===== src/rtl/pit_pkg.sv =====
package pit_pkg;

    localparam int PIT_BYTE_W = 8;
    localparam int PIT_NUM_CH = 3;
    localparam int PIT_CNT_W  = 2 * PIT_BYTE_W;
    localparam int PIT_ADDR_W = 2;

    typedef enum logic [2:0] {
        CH_UNPROG,
        CH_NEED_CNT,
        CH_LOAD,
        CH_COUNT,
        CH_HALT
    } ch_state_t;

    typedef enum logic [1:0] {
        WAVE_TERM,
        WAVE_RATE,
        WAVE_SQUARE
    } wave_t;

    typedef enum logic [1:0] {
        ACC_LATCH = 2'b00,
        ACC_LOW   = 2'b01,
        ACC_HIGH  = 2'b10,
        ACC_PAIR  = 2'b11
    } acc_t;

    // Modes x10 give the rate waveform, x11 the square wave, others one-shot terminal count.
    function automatic wave_t wave_of(input logic [2:0] mode);
        wave_t w;
        if (mode[1:0] == 2'b10)
            w = WAVE_RATE;
        else if (mode[1:0] == 2'b11)
            w = WAVE_SQUARE;
        else
            w = WAVE_TERM;
        return w;
    endfunction

endpackage


===== src/rtl/pit_ctrl_decode.sv =====
module pit_ctrl_decode
    import pit_pkg::*;
#(
    parameter int NUM_CH = PIT_NUM_CH,
    parameter int BYTE_W = PIT_BYTE_W
) (
    input  logic              ctrl_wr,
    input  logic [BYTE_W-1:0] ctrl_byte,
    output logic [NUM_CH-1:0] prog,
    output logic [NUM_CH-1:0] cnt_latch,
    output logic [NUM_CH-1:0] sts_latch,
    output acc_t              cfg_acc,
    output logic [2:0]        cfg_mode,
    output logic              cfg_bcd
);

    logic [1:0] sel;
    logic       is_readback;

    assign sel         = ctrl_byte[7:6];
    assign is_readback = (sel == 2'b11);
    assign cfg_acc     = acc_t'(ctrl_byte[5:4]);
    assign cfg_mode    = ctrl_byte[3:1];
    assign cfg_bcd     = ctrl_byte[0];

    always_comb begin
        prog      = '0;
        cnt_latch = '0;
        sts_latch = '0;
        if (ctrl_wr) begin
            for (int n = 0; n < NUM_CH; n++) begin
                if (is_readback) begin
                    // read-back: bit n+1 selects channel n, bits 5 and 4 are active low
                    if (ctrl_byte[n+1]) begin
                        cnt_latch[n] = ~ctrl_byte[5];
                        sts_latch[n] = ~ctrl_byte[4];
                    end
                end else if (sel == 2'(n)) begin
                    if (ctrl_byte[5:4] == 2'b00)
                        cnt_latch[n] = 1'b1;
                    else
                        prog[n] = 1'b1;
                end
            end
        end
    end

endmodule


===== src/rtl/pit_channel.sv =====
module pit_channel
    import pit_pkg::*;
#(
    parameter int BYTE_W = PIT_BYTE_W
) (
    input  logic              clk,
    input  logic              rst_n,
    input  logic              prog,
    input  acc_t              cfg_acc,
    input  logic [2:0]        cfg_mode,
    input  logic              cfg_bcd,
    input  logic              cnt_latch,
    input  logic              sts_latch,
    input  logic              port_wr,
    input  logic              port_rd,
    input  logic [BYTE_W-1:0] wdata,
    input  logic              tick,
    input  logic              gate,
    output logic [BYTE_W-1:0] rdata,
    output logic              out,
    output logic              err
);

    localparam int CNT_W = 2 * BYTE_W;
    localparam int CE_W  = CNT_W + 1;

    ch_state_t         state_q, state_d;
    acc_t              acc_q;
    logic [2:0]        mode_q;
    logic              bcd_q;
    logic [BYTE_W-1:0] lo_q;
    logic [CNT_W-1:0]  n_q;
    logic              wr_hi_q, rd_hi_q;
    logic [CE_W-1:0]   ce_q;
    logic              out_q, null_q, err_q;
    logic              lat_v_q, sts_v_q;
    logic [CNT_W-1:0]  lat_q;
    logic [BYTE_W-1:0] sts_q;
    logic              gate_q, reload_q;

    wave_t             wave;
    logic              wr_done, bad_cnt, gate_rise, sel_hi;
    logic [CNT_W-1:0]  wr_val;
    logic [CE_W-1:0]   n_ext, half, high_len, low_len;
    logic [BYTE_W-1:0] status_now;

    assign wave       = wave_of(mode_q);
    assign gate_rise  = gate && !gate_q;
    assign status_now = {out_q, null_q, acc_q, mode_q, bcd_q};

    // count write sequencing
    always_comb begin
        wr_done = 1'b0;
        wr_val  = n_q;
        if (port_wr && state_q != CH_UNPROG) begin
            unique case (acc_q)
                ACC_LOW: begin
                    wr_done = 1'b1;
                    wr_val  = {{BYTE_W{1'b0}}, wdata};
                end
                ACC_HIGH: begin
                    wr_done = 1'b1;
                    wr_val  = {wdata, {BYTE_W{1'b0}}};
                end
                ACC_PAIR: begin
                    wr_done = wr_hi_q;
                    wr_val  = {wdata, lo_q};
                end
                ACC_LATCH: begin
                    wr_done = 1'b0;
                end
            endcase
        end
    end

    assign bad_cnt = wr_done && (wave != WAVE_TERM) && (wr_val == CNT_W'(1));

    // phase lengths; a zero count means the full 2^CNT_W
    assign n_ext = (n_q == '0) ? {1'b1, {CNT_W{1'b0}}} : {1'b0, n_q};
    assign half  = n_ext >> 1;

    always_comb begin
        unique case (wave)
            WAVE_RATE: begin
                high_len = n_ext - CE_W'(1);
                low_len  = CE_W'(1);
            end
            WAVE_SQUARE: begin
                high_len = n_ext - half;
                low_len  = half;
            end
            default: begin
                high_len = n_ext;
                low_len  = n_ext;
            end
        endcase
    end

    // next state
    always_comb begin
        state_d = state_q;
        if (prog)
            state_d = CH_NEED_CNT;
        else if (wr_done)
            state_d = bad_cnt ? CH_HALT : CH_LOAD;
        else begin
            unique case (state_q)
                CH_LOAD:     if (tick) state_d = CH_COUNT;
                CH_UNPROG,
                CH_NEED_CNT,
                CH_COUNT,
                CH_HALT:     state_d = state_q;
            endcase
        end
    end

    // state register
    always_ff @(posedge clk or negedge rst_n) begin
        if (!rst_n)
            state_q <= CH_UNPROG;
        else
            state_q <= state_d;
    end

    // datapath and outputs
    always_ff @(posedge clk or negedge rst_n) begin
        if (!rst_n) begin
            acc_q    <= ACC_LATCH;
            mode_q   <= 3'd0;
            bcd_q    <= 1'b0;
            lo_q     <= '0;
            n_q      <= '0;
            wr_hi_q  <= 1'b0;
            rd_hi_q  <= 1'b0;
            ce_q     <= '0;
            out_q    <= 1'b0;
            null_q   <= 1'b0;
            err_q    <= 1'b0;
            lat_v_q  <= 1'b0;
            lat_q    <= '0;
            sts_v_q  <= 1'b0;
            sts_q    <= '0;
            gate_q   <= 1'b0;
            reload_q <= 1'b0;
        end else begin
            gate_q <= gate;
            if (prog) begin
                acc_q    <= cfg_acc;
                mode_q   <= cfg_mode;
                bcd_q    <= cfg_bcd;
                wr_hi_q  <= 1'b0;
                rd_hi_q  <= 1'b0;
                lat_v_q  <= 1'b0;
                sts_v_q  <= 1'b0;
                null_q   <= 1'b1;
                err_q    <= 1'b0;
                reload_q <= 1'b0;
                out_q    <= (wave_of(cfg_mode) != WAVE_TERM);
            end else begin
                if (port_wr && state_q != CH_UNPROG && acc_q == ACC_PAIR) begin
                    wr_hi_q <= ~wr_hi_q;
                    if (!wr_hi_q)
                        lo_q <= wdata;
                end
                if (wr_done) begin
                    n_q    <= wr_val;
                    null_q <= 1'b1;
                    if (bad_cnt) begin
                        err_q <= 1'b1;
                        out_q <= 1'b1;
                    end else begin
                        err_q <= 1'b0;
                        if (wave == WAVE_TERM)
                            out_q <= 1'b0;
                    end
                end else if (state_q == CH_LOAD && tick) begin
                    ce_q     <= high_len;
                    out_q    <= (wave != WAVE_TERM);
                    null_q   <= 1'b0;
                    reload_q <= 1'b0;
                end else if (state_q == CH_COUNT) begin
                    if (gate_rise && wave != WAVE_TERM)
                        reload_q <= 1'b1;
                    if (!gate) begin
                        if (wave != WAVE_TERM)
                            out_q <= 1'b1;
                    end else if (tick) begin
                        if (reload_q && wave != WAVE_TERM) begin
                            ce_q     <= high_len;
                            out_q    <= 1'b1;
                            reload_q <= 1'b0;
                        end else if (wave == WAVE_TERM) begin
                            ce_q <= ce_q - CE_W'(1);
                            if (ce_q == CE_W'(1))
                                out_q <= 1'b1;
                        end else if (ce_q == CE_W'(1)) begin
                            out_q <= ~out_q;
                            ce_q  <= out_q ? low_len : high_len;
                        end else begin
                            ce_q <= ce_q - CE_W'(1);
                        end
                    end
                end
                if (cnt_latch && !lat_v_q && state_q != CH_UNPROG) begin
                    lat_v_q <= 1'b1;
                    lat_q   <= ce_q[CNT_W-1:0];
                end
                if (sts_latch && !sts_v_q) begin
                    sts_v_q <= 1'b1;
                    sts_q   <= status_now;
                end
                if (port_rd) begin
                    if (sts_v_q) begin
                        sts_v_q <= 1'b0;
                    end else begin
                        if (acc_q == ACC_PAIR)
                            rd_hi_q <= ~rd_hi_q;
                        if (lat_v_q && (acc_q != ACC_PAIR || rd_hi_q))
                            lat_v_q <= 1'b0;
                    end
                end
            end
        end
    end

    // read data
    assign sel_hi = (acc_q == ACC_HIGH) || (acc_q == ACC_PAIR && rd_hi_q);

    always_comb begin
        if (sts_v_q)
            rdata = sts_q;
        else if (lat_v_q)
            rdata = sel_hi ? lat_q[CNT_W-1:BYTE_W] : lat_q[BYTE_W-1:0];
        else
            rdata = sel_hi ? ce_q[CNT_W-1:BYTE_W] : ce_q[BYTE_W-1:0];
    end

    assign out = out_q;
    assign err = err_q;


    err_idle_out_chk: assert property (@(posedge clk) disable iff (!rst_n)
        err_q |-> out_q);


    halt_hold_chk: assert property (@(posedge clk) disable iff (!rst_n)
        (state_q == CH_HALT) |=> $stable(ce_q));


    tick_only_chk: assert property (@(posedge clk) disable iff (!rst_n)
        !tick |=> $stable(ce_q));


    gate_hold_chk: assert property (@(posedge clk) disable iff (!rst_n)
        (state_q == CH_COUNT && !gate) |=> $stable(ce_q));


    gate_low_high_chk: assert property (@(posedge clk) disable iff (!rst_n)
        (state_q == CH_COUNT && !gate && wave != WAVE_TERM && !prog) |=> out_q);


    null_clear_chk: assert property (@(posedge clk) disable iff (!rst_n)
        (state_q == CH_COUNT) |-> !null_q);


    rate_low_chk: assert property (@(posedge clk) disable iff (!rst_n)
        (state_q == CH_COUNT && wave == WAVE_RATE && !out_q) |-> (ce_q == CE_W'(1)));

endmodule


===== src/rtl/prog_interval_timer.sv =====
module prog_interval_timer
    import pit_pkg::*;
(
    input  logic                  clk,
    input  logic                  rst_n,
    input  logic [PIT_ADDR_W-1:0] bus_addr,
    input  logic                  bus_wr,
    input  logic                  bus_rd,
    input  logic [PIT_BYTE_W-1:0] bus_wdata,
    output logic [PIT_BYTE_W-1:0] bus_rdata,
    input  logic [PIT_NUM_CH-1:0] cnt_tick,
    input  logic [PIT_NUM_CH-1:0] cnt_gate,
    output logic [PIT_NUM_CH-1:0] cnt_out,
    output logic [PIT_NUM_CH-1:0] cnt_err
);

    localparam logic [PIT_ADDR_W-1:0] CTRL_ADDR = PIT_ADDR_W'(PIT_NUM_CH);

    logic                  ctrl_wr;
    logic [PIT_NUM_CH-1:0] dec_prog, dec_cnt_latch, dec_sts_latch;
    acc_t                  dec_acc;
    logic [2:0]            dec_mode;
    logic                  dec_bcd;
    logic [PIT_BYTE_W-1:0] ch_rdata [PIT_NUM_CH];

    assign ctrl_wr = bus_wr && (bus_addr == CTRL_ADDR);

    pit_ctrl_decode #(
        .NUM_CH (PIT_NUM_CH),
        .BYTE_W (PIT_BYTE_W)
    ) u_decode (
        .ctrl_wr   (ctrl_wr),
        .ctrl_byte (bus_wdata),
        .prog      (dec_prog),
        .cnt_latch (dec_cnt_latch),
        .sts_latch (dec_sts_latch),
        .cfg_acc   (dec_acc),
        .cfg_mode  (dec_mode),
        .cfg_bcd   (dec_bcd)
    );

    for (genvar g = 0; g < PIT_NUM_CH; g++) begin : g_ch
        pit_channel #(
            .BYTE_W (PIT_BYTE_W)
        ) u_ch (
            .clk       (clk),
            .rst_n     (rst_n),
            .prog      (dec_prog[g]),
            .cfg_acc   (dec_acc),
            .cfg_mode  (dec_mode),
            .cfg_bcd   (dec_bcd),
            .cnt_latch (dec_cnt_latch[g]),
            .sts_latch (dec_sts_latch[g]),
            .port_wr   (bus_wr && (bus_addr == PIT_ADDR_W'(g))),
            .port_rd   (bus_rd && (bus_addr == PIT_ADDR_W'(g))),
            .wdata     (bus_wdata),
            .tick      (cnt_tick[g]),
            .gate      (cnt_gate[g]),
            .rdata     (ch_rdata[g]),
            .out       (cnt_out[g]),
            .err       (cnt_err[g])
        );
    end

    always_comb begin
        bus_rdata = '0;
        if (bus_rd) begin
            for (int i = 0; i < PIT_NUM_CH; i++) begin
                if (bus_addr == PIT_ADDR_W'(i))
                    bus_rdata = ch_rdata[i];
            end
        end
    end


    ctrl_onehot_chk: assert property (@(posedge clk) disable iff (!rst_n)
        $onehot0(dec_prog));

endmodule


===== config.mk =====
export PLATFORM = sky130hd
export DESIGN_NAME = prog_interval_timer
export DESIGN_NICKNAME = d
export VERILOG_FILES = /design/src/rtl/pit_pkg.sv /design/src/rtl/pit_ctrl_decode.sv /design/src/rtl/pit_channel.sv /design/src/rtl/prog_interval_timer.sv
export SDC_FILE = /design/constraint.sdc
export NUM_CORES = 1
export LEC_CHECK = 0
export ABC_AREA = 1
export BUFFER_PORTS_ARGS = -buffer_cell sky130_fd_sc_hd__buf_2
export CAP_MARGIN = 30
export CORE_MARGIN = 1
export CORE_UTILIZATION = 35
export DETAILED_ROUTE_END_ITERATION = 12
export PLACE_DENSITY = 0.59
export RECOVER_POWER = 100
export SLEW_MARGIN = 10
export SYNTH_ARGS = -nofsm -noshare
export SYNTH_HDL_FRONTEND = slang
export SYNTH_HIERARCHICAL = 1
export SYNTH_SLANG_ARGS = --single-unit
export TNS_END_PERCENT = 10

===== constraint.sdc =====
create_clock -name clk -period 3.1 [get_ports clk]
set_input_delay 0.31 -clock clk [delete_from_list [all_inputs] [get_ports clk]]
set_output_delay 0.31 -clock clk [all_outputs]
set_load 0.1 [all_outputs]

Word level (Yosys, flattened, before mapping)
Index checks and enable logic that the tools add are counted.
{"block": "totals", "regBits": 249, "output_inout_bits": 14}
{"block": "classes", "add_sub_neg": 9, "eq_ne": 71, "n_mux": 239, "n_bitwise": 17, "n_reduce_logical": 151}
{"cell": "2-to-1 mux 17 bit", "n": 27}
{"cell": "case mux 17 bit (2 select lines)", "n": 6}
{"cell": "2-to-1 mux 1 bit", "n": 152}
{"cell": "case mux 16 bit (3 select lines)", "n": 3}
{"cell": "2-to-1 mux 8 bit", "n": 16}
{"cell": "subtractor 17 x 1 -> 17 bit, second input constant", "n": 6}
{"cell": "2-to-1 mux 3 bit", "n": 18}
{"cell": "nonzero test 2 bit", "n": 27}
{"cell": "== test 17 x 1 -> 1 bit, second input constant", "n": 3}
{"cell": "subtractor 17 x 16 -> 17 bit", "n": 3}
{"cell": "== test 16 x 1 -> 1 bit, second input constant", "n": 3}
{"cell": "zero test 16 bit", "n": 3}
{"cell": "2-to-1 mux 16 bit", "n": 3}
{"cell": "logical AND 1 bit", "n": 46}
{"cell": "== test 2 bit, second input constant", "n": 21}
{"cell": "AND reduction 2 bit", "n": 15}
{"cell": "AND reduction 5 bit", "n": 6}
{"cell": "nonzero test 3 bit", "n": 9}
{"cell": "2-to-1 mux 2 bit", "n": 11}
{"cell": "== test 3 x 2 -> 1 bit, second input constant", "n": 6}
{"cell": "zero test 2 bit", "n": 9}
{"cell": "inequality test 2 bit, second input constant", "n": 9}
{"cell": "inequality test 6 x 1 -> 1 bit, second input constant", "n": 3}
{"cell": "AND reduction 3 bit", "n": 6}
{"cell": "other kinds (16)", "n": 76}

Longest topological paths before layout
{"block": "depth", "word_depth": 13, "mapped_depth": 21, "ltp_nobuf": 19}

Hierarchy
The synthesis kept the hierarchy.
{"mod": "pit_channel (g_ch[1].u_ch ...)", "instances": 2, "cells_each": 880, "area_each_um2": 6043.3}
{"mod": "pit_channel (g_ch[0].u_ch)", "instances": 1, "cells_each": 886, "area_each_um2": 6013.3}
{"mod": "prog_interval_timer", "instances": 1, "cells_each": 64, "area_each_um2": 332.8}
{"mod": "pit_ctrl_decode", "instances": 1, "cells_each": 37, "area_each_um2": 178.9}

Worst setup path before layout
No wires, ideal clock.
{"block": "synth_path", "path_kind": "flip-flop to flip-flop", "startpoint": "register g_ch[0].u_ch.mode_q[1]", "endpoint": "register g_ch[0].u_ch.ce_q[10]", "setup_time_ps": 64, "arrival_ps": 2498, "setup_slack_ps": 537, "stages_incl_launch_ff": 17, "path_buffers": 2, "cell_sequence": "dfrtp_1 > buf_2 > nand2_1 > inv_1 > buf_2 > nand2_1 > ha_1 > inv_1 > fa_1 > nand3_1 > nand2_1 > nand2_1 > nand2_1 > a21o_1 > or2_2 > a21oi_1 > o21a_1"}
{"block": "synth_via", "elab_chain_len": 13}
{"item": "from (decl)", "line_no": "pit_channel.sv:29", "source": "logic [2:0] mode_q;"}
{"item": "from (signal assigned)", "line_no": "pit_channel.sv:149", "source": "mode_q <= cfg_mode;"}
{"item": "== test 2 bit", "line_no": "pit_pkg.sv:34", "source": "else if (mode[1:0] == 2'b11)"}
{"item": "2-to-1 mux 2 bit", "line_no": "pit_pkg.sv:34"}
{"item": "2-to-1 mux 2 bit *", "line_no": "pit_pkg.sv:32", "source": "if (mode[1:0] == 2'b10)"}
{"item": "== test 2 bit / == test 2 x 1 -> 1 bit (equally long branches)", "line_no": "pit_channel.sv:83", "source": "unique case (wave)"}
{"item": "case mux 17 bit (2 select lines)", "line_no": "pit_channel.sv:83"}
{"item": "2-to-1 mux 17 bit", "line_no": "pit_channel.sv:198", "source": "ce_q <= out_q ? low_len : high_len;"}
{"item": "2-to-1 mux 17 bit", "line_no": "pit_channel.sv:196", "source": "end else if (ce_q == CE_W'(1)) begin"}
{"item": "2-to-1 mux 17 bit", "line_no": "pit_channel.sv:192", "source": "end else if (wave == WAVE_TERM) begin"}
{"item": "2-to-1 mux 17 bit", "line_no": "pit_channel.sv:188", "source": "if (reload_q && wave != WAVE_TERM) begin"}
{"item": "2-to-1 mux 17 bit", "line_no": "pit_channel.sv:187", "source": "end else if (tick) begin"}
{"item": "2-to-1 mux 17 bit", "line_no": "pit_channel.sv:184", "source": "if (!gate) begin"}
{"item": "2-to-1 mux 17 bit", "line_no": "pit_channel.sv:181", "source": "end else if (state_q == CH_COUNT) begin"}
{"item": "2-to-1 mux 17 bit *", "line_no": "pit_channel.sv:176", "source": "end else if (state_q == CH_LOAD && tick) begin"}
{"item": "to (signal assigned)", "line_no": "pit_channel.sv:177", "source": "ce_q <= high_len;"}
{"item": "to (signal assigned)", "line_no": "pit_channel.sv:189", "source": "ce_q <= high_len;"}
{"item": "to (signal assigned)", "line_no": "pit_channel.sv:193", "source": "ce_q <= ce_q - CE_W'(1);"}
{"item": "to (decl)", "line_no": "pit_channel.sv:34", "source": "logic [CE_W-1:0] ce_q;"}
Every way passes the cells marked *; elsewhere a longest branch is shown, timed or not. The select of a mux whose other input is x is not followed.
A chain may end at the register's enable or synchronous reset.

==> out/results.tsv <==
stage	metric	value	unit
status	status	completed	
global_route	largest net degree at the start of global routing	102	
synth	synthesized net count	2821	
synth	portion of netlist area occupied by mux cells	0.0145	
power_and_ir_drop	NetSw	11.0	mW
synth	Post-synth EDFFs	0	
layout	fraction of layout cells with a size suffix above 1	0.108	
sta	Final Hold Fails	0	
synth	asr flop ratio synth	1.00	
detailed_routing	routed len/inst	18.2	um
layout	area grow syn2layout	11.4	%
placed_design	number of placed cells counting well taps	3391	
layout	fin nets	2827	
critical_path	Worst Path Required	2.79	ns
critical_path	reg2reg setup slack	0.28	ns
global_route	vias in the first global route	17700	
die	Placeable Area	0.0526	sq mm
die	Starting Density	0.354	
clocking	Clock transition at path regs	0.06	ns
power_and_ir_drop	Clock Power Share	0.188	
layout	Finished Cell Area	0.0207	sq mm
critical_path	WP data arrival	2.71	ns
clocking	clk sink count	249	
detailed_routing	DR vias	18700	
critical_path	Worst Setup End Kind	primary output	
min_path	Worst Hold Class	in -> reg	
critical_path	critical path type	reg -> out	
global_route	Total GRT Usage	0.233	
synth	most common flop cell mapped by yosys	dfrtp_1	
synth	top cells by count, synth	nand2_1 (729), o21ai_0 (301), nor2_1 (278)	
clocking	clock root buffer	clkbuf_16	
clocking	CTS tree	done	
sta	Setup Viol. Count Final	0	
detailed_routing	vias per cell	5.39	
run	number of max-cap violations	0	
power_and_ir_drop	peak supply drop	0.479	mV
sta	max-slew violations	0	
synth	xor/xnor share of the synthesized area	0.0165	
placed_design	input/output buffers	33	
sta	worst rel slew slack	0.00653	
synth	Synth Instances	2747	
die	die footprint	0.0541	sq mm
synth	largest family of logic cells by synthesized area	simple AND/OR/NAND/NOR gates	
synth	count leader, synth	nand2_1	
synth	post-synthesis compound-gate area fraction	0.173	
sta	Setup WS post-layout	0.0750	ns
power_and_ir_drop	Reg power frac	0.262	
layout	fillers	5554	
detailed_routing	drt total wl	63200	um
synth	Simple-Gate Fraction of Synth Area	0.327	
synth	Yosys reg bits	249	
layout	Storage cell area	0.00624	sq mm
synth	post-synth top area cell	dfrtp_1	
global_route	initial antenna violation count	0	
power_and_ir_drop	Tot Pwr	22.2	mW
layout	multi-input gate area in the final layout	0.0106	sq mm
critical_path	worst-path fanout max	6	
power_and_ir_drop	Power Density	1070	mW/mm^2
global_route	first-pass GRT wire length	99600	um
clocking	H-tree depth	1	
synth	Warnings, synthesis	6	
clocking	CTS max path bufs	3	
power_and_ir_drop	Leak	9.79	nW
placed_design	Setup WS pre-CTS	0.236	ns
detailed_routing	Routed Antenna Nets	0	
detailed_routing	DR DRC count	0	
layout	ANT cells	0	
clocking	Worst-Skew Late Latency	0.60	ns
sta	unrepaired setup endpoints after global routing	yes	
synth	syn avg cell area	6.78	sq um
sta	max frequency	0.331	GHz
synth	Synth area leaders	dfrtp_1 (33%), nand2_1 (15%), o21ai_0 (8.1%), nand3_1 (5.7%), nor2_1 (5.6%)	
synth	Post-Synth Adder-Cell Area	0.0375	
power_and_ir_drop	Comb pwr share	0.550	
power_and_ir_drop	Sw Share	0.498	
synth	Synth top area share	0.335	
layout	final std cells w/o fill	3466	
placed_design	GPL Wtd Cong	0.985	
placed_design	placed cell areas	0.0195	sq mm
sta	Worst Clk Skew	0.0113	ns
die	Boundary Pins	34	
synth	register area share after synthesis	0.335	
clocking	TritonCTS Buffers	31	
sta	Final Cycle Share	0.976	
synth	Mapped Area	0.0186	sq mm
global_route	Congestion Overflow GR	0	
synth	library cells used by synthesis	54	
placed_design	hpwl dp	47900	um
detailed_routing	Starting DRT DRC Count	1750	
power_and_ir_drop	P_int	11.1	mW
die	Die X-Extent	233	um
die	row cnt	84	
sta	Least-Margin Pin Slew	1.49	ns
detailed_routing	drt pass-1 iters	5	
sta	Period minus WS final	3.02	ns
die	Die Span Y	233	um
critical_path	CP Launch Type	flop	
-- repair_timing --
item                                    CTS  global route
endpoints found under the hold margin    51             0
resized for setup                         6            13
pin swaps                                 2             4
buffers inserted                          5             6
hold buffers                              4             0
gates cloned                              1             1
endpoints found under the setup margin    8             8
-- cells by family after synthesis --
kind of cell	after synthesis
AND/OR/NAND/NOR	1386
AO/OA/AOI/OAI	574
buffers and inverters	425
flip-flops	249
adder cells (fa/ha/maj)	54
XOR/XNOR	35
multiplexers	24
-- state kept, by name, indices dropped and copies added (netlist names), 6 cells and up --
| signal | cells |
|---|---|
| g_ch.u_ch/mode_q | 9 |
| g_ch.u_ch/lo_q | 24 |
| g_ch.u_ch/state_q | 9 |
| g_ch.u_ch/n_q | 48 |
| g_ch.u_ch/lat_q | 48 |
| g_ch.u_ch/sts_q | 24 |
| g_ch.u_ch/ce_q | 51 |
| g_ch.u_ch/acc_q | 6 |
-- cells in the final DEF, fill, tap and decap left out, types with 9 or more instances in the layout --
master / netlist / final
inv_1: 255 / 253
clkbuf_16: 0 / 31
inv_2: 29 / 28
nand2_1: 729 / 729
clkinv_2: 2 / 9
mux2_2: 24 / 24
nand2_4: 9 / 9
nand3_1: 211 / 211
buf_4: 12 / 44
nand4_1: 47 / 47
nand2_2: 19 / 19
clkbuf_1: 74 / 23
dfrtp_1: 249 / 243
nor2_1: 278 / 281
buf_2: 26 / 14
a21o_1: 9 / 9
xor2_1: 30 / 30
a21oi_1: 135 / 136
o21ai_1: 13 / 15
nor3_1: 21 / 20
nand3b_1: 12 / 12
ha_1: 51 / 51
a31oi_1: 37 / 34
buf_12: 0 / 9
nor2_2: 18 / 18
o211ai_1: 13 / 13
nor2_4: 14 / 11
o21ai_0: 301 / 299
-- final cells by class --
cell class                 count  area share
clock inverter                19      0.0150
timing repair buffer          98      0.0354
timing repair inverter         2    0.000603
multi-input combinational   2073       0.510
clock buffer                  39      0.0413
sequential                   249       0.301
tap                          688      0.0415
inverter                     298      0.0552
-- power groups by stage --
stage | Combinational, mW | Clock [mW] | Sequential [mW]
after floorplan | 8.84 | 0 | 5.43
after global placement | 11.8 | 0 | 5.83
after detailed placement | 11.9 | 0 | 5.85
after CTS | 12.0 | 4.27 | 5.80
after global routing | 13.6 | 4.38 | 5.97
final | 12.2 | 4.16 | 5.82
-- per-stage QoR --
step	utilization	hold slack [ns]	TNS, ns
after floorplan	-	0.0144	0
after global placement	0.372	0.271	0
after detailed placement	0.372	0.279	0
after CTS	0.396	0.144	-0.00764
after global routing	0.395	0.181	-0.167
final	0.395	0.179	0
-- final timing paths --
kind,from,end,cells after the start
worst max-delay path,g_ch[0].u_ch/acc_q[1],bus_rdata[4],11
worst min-delay path,cnt_tick[0],g_ch[0].u_ch/state_q[0],4
worst max register to register,g_ch[0].u_ch/acc_q[1],g_ch[0].u_ch/ce_q[8],10
worst min register to register,g_ch[0].u_ch/err,g_ch[0].u_ch/err,2
max in group asynchronous,rst_n,g_ch[0].u_ch/ce_q[5],3
min in group asynchronous,rst_n,g_ch[1].u_ch/n_q[2],2
-- critical path: stages, from the launching register on --
cell,delay [ns]
dfrtp_1,0.39
clkinvlp_4,0.17
a21oi_4,0.28
clkinvlp_2,0.30
a21oi_1,0.17
o21ai_0,0.09
a31oi_1,0.16
nand2_1,0.09
nand3_1,0.10
nand2_1,0.07
inv_1,0.10
buf_12,0.18
-- routing by layer --
layer  vias to the layer above  global-route usage  share of wire
li1                       9062                   -              -
met1                      8888               0.332           0.47
met2                       645               0.365           0.44
met3                        90              0.0343          0.065
met4                         0              0.0625          0.027
met5                         -                   0              0
(Power assumes the default switching activity.)
